--- src/rtl/tmr_slave_pkg.sv ---
package tmr_slave_pkg;

   localparam logic [2:0] SMODE_RESTART = 3'b100;
   localparam logic [2:0] SMODE_GATED   = 3'b101;
   localparam logic [4:0] TSEL_LINE     = 5'b00101;

   typedef enum logic [1:0] {
      OP_FREE    = 2'd0,
      OP_RESTART = 2'd1,
      OP_GATED   = 2'd2
   } op_mode_e;

   function automatic op_mode_e decode_mode(input logic [2:0] sm);
      op_mode_e m;
      case (sm)
         SMODE_RESTART: m = OP_RESTART;
         SMODE_GATED:   m = OP_GATED;
         default:       m = OP_FREE;
      endcase
      return m;
   endfunction

endpackage

--- src/rtl/tmr_trig_sync.sv ---
module tmr_trig_sync #(
   parameter int unsigned STAGES = 2
) (
   input  logic clk,
   input  logic rst_n,
   input  logic d,
   output logic q
);

   logic [STAGES-1:0] chain_q;

   generate
      for (genvar gi = 0; gi < STAGES; gi++) begin : g_stage
         if (gi == 0) begin : g_first
            always_ff @(posedge clk or negedge rst_n) begin
               if (!rst_n) chain_q[0] <= 1'b0;
               else        chain_q[0] <= d;
            end
         end else begin : g_next
            always_ff @(posedge clk or negedge rst_n) begin
               if (!rst_n) chain_q[gi] <= 1'b0;
               else        chain_q[gi] <= chain_q[gi-1];
            end
         end
      end
   endgenerate

   assign q = chain_q[STAGES-1];

endmodule

--- src/rtl/tmr_trig_cond.sv ---
module tmr_trig_cond (
   input  logic clk,
   input  logic rst_n,
   input  logic lvl_sync,
   input  logic pol,
   input  logic sel_ok,
   output logic act,
   output logic evt
);

   logic act_d;

   assign act = sel_ok & (lvl_sync ^ pol);

   always_ff @(posedge clk or negedge rst_n) begin
      if (!rst_n) act_d <= 1'b0;
      else        act_d <= act;
   end

   assign evt = act & ~act_d;

endmodule

--- src/rtl/tmr_cnt_core.sv ---
module tmr_cnt_core #(
   parameter int unsigned CNT_W = 16
) (
   input  logic             clk,
   input  logic             rst_n,
   input  logic             clr,
   input  logic             run,
   input  logic [CNT_W-1:0] arr,
   output logic [CNT_W-1:0] cnt_q
);

   localparam logic [CNT_W-1:0] ONE  = CNT_W'(1);
   localparam logic [CNT_W-1:0] ZERO = '0;

   logic             at_top;
   logic [CNT_W-1:0] cnt_nx;

   assign at_top = (cnt_q == arr);

   always_comb begin
      cnt_nx = cnt_q;
      if (clr)         cnt_nx = ZERO;
      else if (run) begin
         if (at_top)   cnt_nx = ZERO;
         else          cnt_nx = cnt_q + ONE;
      end
   end

   always_ff @(posedge clk or negedge rst_n) begin
      if (!rst_n) cnt_q <= ZERO;
      else        cnt_q <= cnt_nx;
   end

endmodule

--- src/rtl/tmr_flag_ctl.sv ---
module tmr_flag_ctl (
   input  logic clk,
   input  logic rst_n,
   input  logic set,
   input  logic clr,
   input  logic irq_en,
   input  logic dma_en,
   output logic flag,
   output logic irq_req,
   output logic dma_req
);

   always_ff @(posedge clk or negedge rst_n) begin
      if (!rst_n)    flag <= 1'b0;
      else if (set)  flag <= 1'b1;
      else if (clr)  flag <= 1'b0;
   end

   assign irq_req = flag & irq_en;
   assign dma_req = flag & dma_en;

endmodule

--- src/rtl/tmr_slave_ctl.sv ---
module tmr_slave_ctl
   import tmr_slave_pkg::*;
#(
   parameter int unsigned CNT_W       = 16,
   parameter int unsigned SYNC_STAGES = 2
) (
   input  logic             clk,
   input  logic             rst_n,
   input  logic             trig_in,
   input  logic             trig_pol,
   input  logic [2:0]       slave_mode,
   input  logic [4:0]       trig_sel,
   input  logic             cnt_en,
   input  logic [CNT_W-1:0] arr,
   input  logic             irq_en,
   input  logic             dma_en,
   input  logic             flag_clr,
   output logic [CNT_W-1:0] cnt_q,
   output logic             trig_flag,
   output logic             irq_req,
   output logic             dma_req
);

   generate
      if (CNT_W < 2 || CNT_W > 32) begin : g_bad_width
         $error("tmr_slave_ctl: CNT_W must lie in 2..32");
      end
      if (SYNC_STAGES < 2 || SYNC_STAGES > 4) begin : g_bad_sync
         $error("tmr_slave_ctl: SYNC_STAGES must lie in 2..4");
      end
   endgenerate

   op_mode_e op;
   logic     lvl_sync;
   logic     sel_ok;
   logic     trig_act;
   logic     trig_evt;
   logic     cnt_clr;
   logic     cnt_run;
   logic     flag_set;

   assign op     = decode_mode(slave_mode);
   assign sel_ok = (trig_sel == TSEL_LINE);

   tmr_trig_sync #(.STAGES(SYNC_STAGES)) u_sync (
      .clk   (clk),
      .rst_n (rst_n),
      .d     (trig_in),
      .q     (lvl_sync)
   );

   tmr_trig_cond u_cond (
      .clk      (clk),
      .rst_n    (rst_n),
      .lvl_sync (lvl_sync),
      .pol      (trig_pol),
      .sel_ok   (sel_ok),
      .act      (trig_act),
      .evt      (trig_evt)
   );

   always_comb begin
      cnt_clr  = 1'b0;
      cnt_run  = cnt_en;
      flag_set = 1'b0;
      case (op)
         OP_RESTART: begin
            cnt_clr  = trig_evt;
            flag_set = trig_evt;
         end
         OP_GATED: begin
            cnt_run  = cnt_en & trig_act;
            flag_set = trig_evt;
         end
         default: ;
      endcase
   end

   tmr_cnt_core #(.CNT_W(CNT_W)) u_cnt (
      .clk   (clk),
      .rst_n (rst_n),
      .clr   (cnt_clr),
      .run   (cnt_run),
      .arr   (arr),
      .cnt_q (cnt_q)
   );

   tmr_flag_ctl u_flag (
      .clk     (clk),
      .rst_n   (rst_n),
      .set     (flag_set),
      .clr     (flag_clr),
      .irq_en  (irq_en),
      .dma_en  (dma_en),
      .flag    (trig_flag),
      .irq_req (irq_req),
      .dma_req (dma_req)
   );

endmodule

--- config.mk ---
export PLATFORM = sky130hd
export DESIGN_NAME = tmr_slave_ctl
export DESIGN_NICKNAME = d
export VERILOG_FILES = /design/src/rtl/tmr_slave_pkg.sv /design/src/rtl/tmr_trig_sync.sv /design/src/rtl/tmr_trig_cond.sv /design/src/rtl/tmr_cnt_core.sv /design/src/rtl/tmr_flag_ctl.sv /design/src/rtl/tmr_slave_ctl.sv
export SDC_FILE = /design/constraint.sdc
export NUM_CORES = 1
export LEC_CHECK = 0
export CORE_MARGIN = 3
export CORE_UTILIZATION = 45
export DETAILED_ROUTE_END_ITERATION = 10
export PLACE_DENSITY = 0.85
export SKIP_CTS_REPAIR_TIMING = 1
export SYNTH_ARGS = -nofsm -noshare
export SYNTH_HDL_FRONTEND = slang
export SYNTH_SLANG_ARGS = --single-unit
--- constraint.sdc ---
create_clock -name clk -period 2.5 [get_ports clk]
set_clock_uncertainty 0.2 [all_clocks]
set_input_delay 0.375 -clock clk [delete_from_list [all_inputs] [get_ports clk]]
set_output_delay 0.375 -clock clk [all_outputs]
set_load 0.03 [all_outputs]
==> metrics <==
number of synthesized flops with an enable pin 0; final core utilization approximately 70%; Final setup viols 0; Vert. Die Dim approximately 62 µm; Peak VDD IR around 0.35 mV; filler cell count about 210; post-route ant nets 0; initial core utilization approximately half; first-pass GRT wire length ~5700 µm; Max-slew headroom 76.9%; multi-input combinational cell area approximately 850 µm²; Worst EP required 2.50 ns; register clock-pin slew on the reported worst setup and hold paths approximately 0.11 ns; Synth Area per Inst ~9.6 µm²; I/O Pins 51; total of max-cap violations 0; fraction of registers with async set/reset 100%; Routed WL 3690 µm; Max Clock Freq ~0.45 GHz; clock buffer depth 2; minimum clock period around 2.2 ns; area leader, netlist dfrtp_1; vias in the first global route approximately 1.3k; Yosys warnings 0; Worst Setup End Kind flip-flop; Slew Limit Fails 0; TritonCTS clock tree yes; clock root buffer clkbuf_4; clock sink count 20; GRT Total Usage around a fifth; Setup CP Type input pin to flip-flop; share of layout cells above drive strength 1 15.2%; syn_nets roughly 180; Clk Latency, worst-skew pair roughly 0.30 ns; CTS H-tree lvls 1; RSZ-0062 raised after global routing no; Die X 62.1 µm; largest cells by area after synthesis dfrtp_1, xnor2_1, a22o_2; gpl congestion a little over 0.8; grt total ovfl 0; ys flop type dfrtp_1; Final Cell Area between 2000 and 2500 µm²; Seq/Total Area, Yosys between 30% and 40%; FF+latch area ~500 µm²; routed vias 1381; diode count 0; Port Buf Inserts 50; share of the synthesized area in the top cell type between 30% and 40%; hpwl dp 2970 µm; FP Rows 19; fin crit share approximately 89%; min-delay worst type flip-flop to flip-flop; initial antenna violation count 0; synthesized area between 1000 and 1500 µm²; setup TNS 0 ns; largest net degree at the start of global routing 21; CTS buffer count 3; final hold vios 0; Cell variety after synth 43; Pleak between 0.0008 and 0.0009 µW; CP Max Fanout 13; core area 2880 µm²; DRC errors left 0; cell count after synthesis approximately 150; WP data arrival around 2.2 ns; die area 3850 µm²; outcome finished clean; startpoint types input pin; DR vias/cell 5.61; drt pass-1 iters 4; DRT iter0 DRCs 44; Area Growth Syn to Fin 42.8%; Synth Register Bits 20; worst slew pin tran roughly 0.34 ns; pwr dens between 400 and 500 nW/µm²; average wire per standard cell roughly 15 µm; Final nets between 200 and 250; post-placement cell area 1990 µm²
==> stage by stage <==
stage	cells	hold slack [ns]	total power (µW)	setup slack (ns)
after detailed placement	243	0.138	758	-0.142
final	246	0.165	905	0.273
after floorplan	148	-0.121	597	0.321
after global placement	243	0.143	750	-0.0504
after global routing	246	0.182	949	0.125
after CTS	246	0.168	906	0.171
==> cells by family after synthesis <==
| family | count (synthesis) | synth area share [%] |
|---|---|---|
| AOI/OAI and AO/OA | 33 | 19.5 |
| xor gates and xnor gates | 17 | 10.5 |
| adders and majority gates | 3 | 2.65 |
| buffers and inverters | 12 | 5.22 |
| and+or+nand+nor | 62 | 25.9 |
| muxes | 1 | 0.796 |
| DFF | 20 | 35.4 |
==> layout make-up <==
cell class                 instances  share of cell area [%]
tap                               42                    2.60
sequential                        20                    24.8
multi-input combinational        116                    41.9
timing repair buffer              60                    28.5
clock buffer                       3                    1.11
inverter                           5                    1.18
==> synthesized netlist by cell type, types with 2 or more instances <==
library cell / number
and3_1: 2
nand4_1: 8
a22o_1: 2
buf_4: 2
nor3_1: 5
and2_1: 2
buf_6: 2
o21ai_0: 5
ha_1: 3
nand3_1: 4
dfrtp_1: 20
nor2_1: 11
inv_1: 4
nand3b_1: 2
nor2b_1: 4
clkbuf_1: 2
o31ai_1: 9
a21boi_0: 3
nand2_1: 11
and2b_1: 2
xnor2_1: 17
a22o_2: 7
==> metal layers <==
layer | up-vias | GRT usage, % | part of all wire (%)
met5 | - | 0 | 0
met4 | 0 | 5.45 | 1.2
met3 | 8 | 3.31 | 7.4
met2 | 70 | 38.5 | 51
met1 | 644 | 23.1 | 40
li1 | 659 | - | -
==> path summary, 6_finish.rpt <==
| kind | slack, ns | start | depth (start not counted) | end |
|---|---|---|---|---|
| min | 0.17 | u_sync.chain_q[0] | 0 | u_sync.q |
| min reg2reg | 0.17 | u_sync.chain_q[0] | 0 | u_sync.q |
| max reg2reg | 0.35 | u_cnt.cnt_q[5] | 6 | u_cnt.cnt_q[5] |
| max | 0.27 | slave_mode[2] | 8 | u_cnt.cnt_q[15] |
| min in group asynchronous | 0.20 | rst_n | 2 | u_cnt.cnt_q[12] |
| max in group asynchronous | 1.69 | rst_n | 2 | u_cnt.cnt_q[5] |
==> power breakdown <==
group / internal [µW] / total, µW / switching, µW
Sequential: 355 / 418 / 62.6
Combinational: 178 / 334 / 156
Clock: 56.2 / 153 / 97.1
==> worst max-delay path: stages <==
cell	delay, ns
clkdlybuf4s50_1	0.47
nor3b_2	0.20
inv_1	0.07
ha_1	0.19
and2b_1	0.25
o22a_2	0.31
o31ai_1	0.11
a22o_1	0.24
==> cell usage in the layout, fill, tap and decap left out, types with 2 or more instances in the layout <==
master / n
o21ai_0: 5
a21boi_0: 3
nand2_1: 11
nand3_1: 4
and2b_1: 2
nand4_1: 8
and2_1: 2
nor2_1: 11
buf_4: 10
dfrtp_1: 20
xnor2_1: 17
a22o_2: 7
a22o_1: 2
nand3b_1: 2
clkbuf_4: 3
nor2b_1: 4
clkdlybuf4s50_1: 50
nor3_1: 5
inv_1: 4
and3_1: 2
o31ai_1: 9
ha_1: 3
==> sequential cells by signal (all words and copies together), names as in the netlist <==
| register | count |
|---|---|
| u_cnt.cnt_q | 16 |
| u_cond.act_d | 1 |
| u_flag.flag | 1 |
| u_sync.chain_q | 1 |
| u_sync.q | 1 |
(Power assumes the default switching activity.)
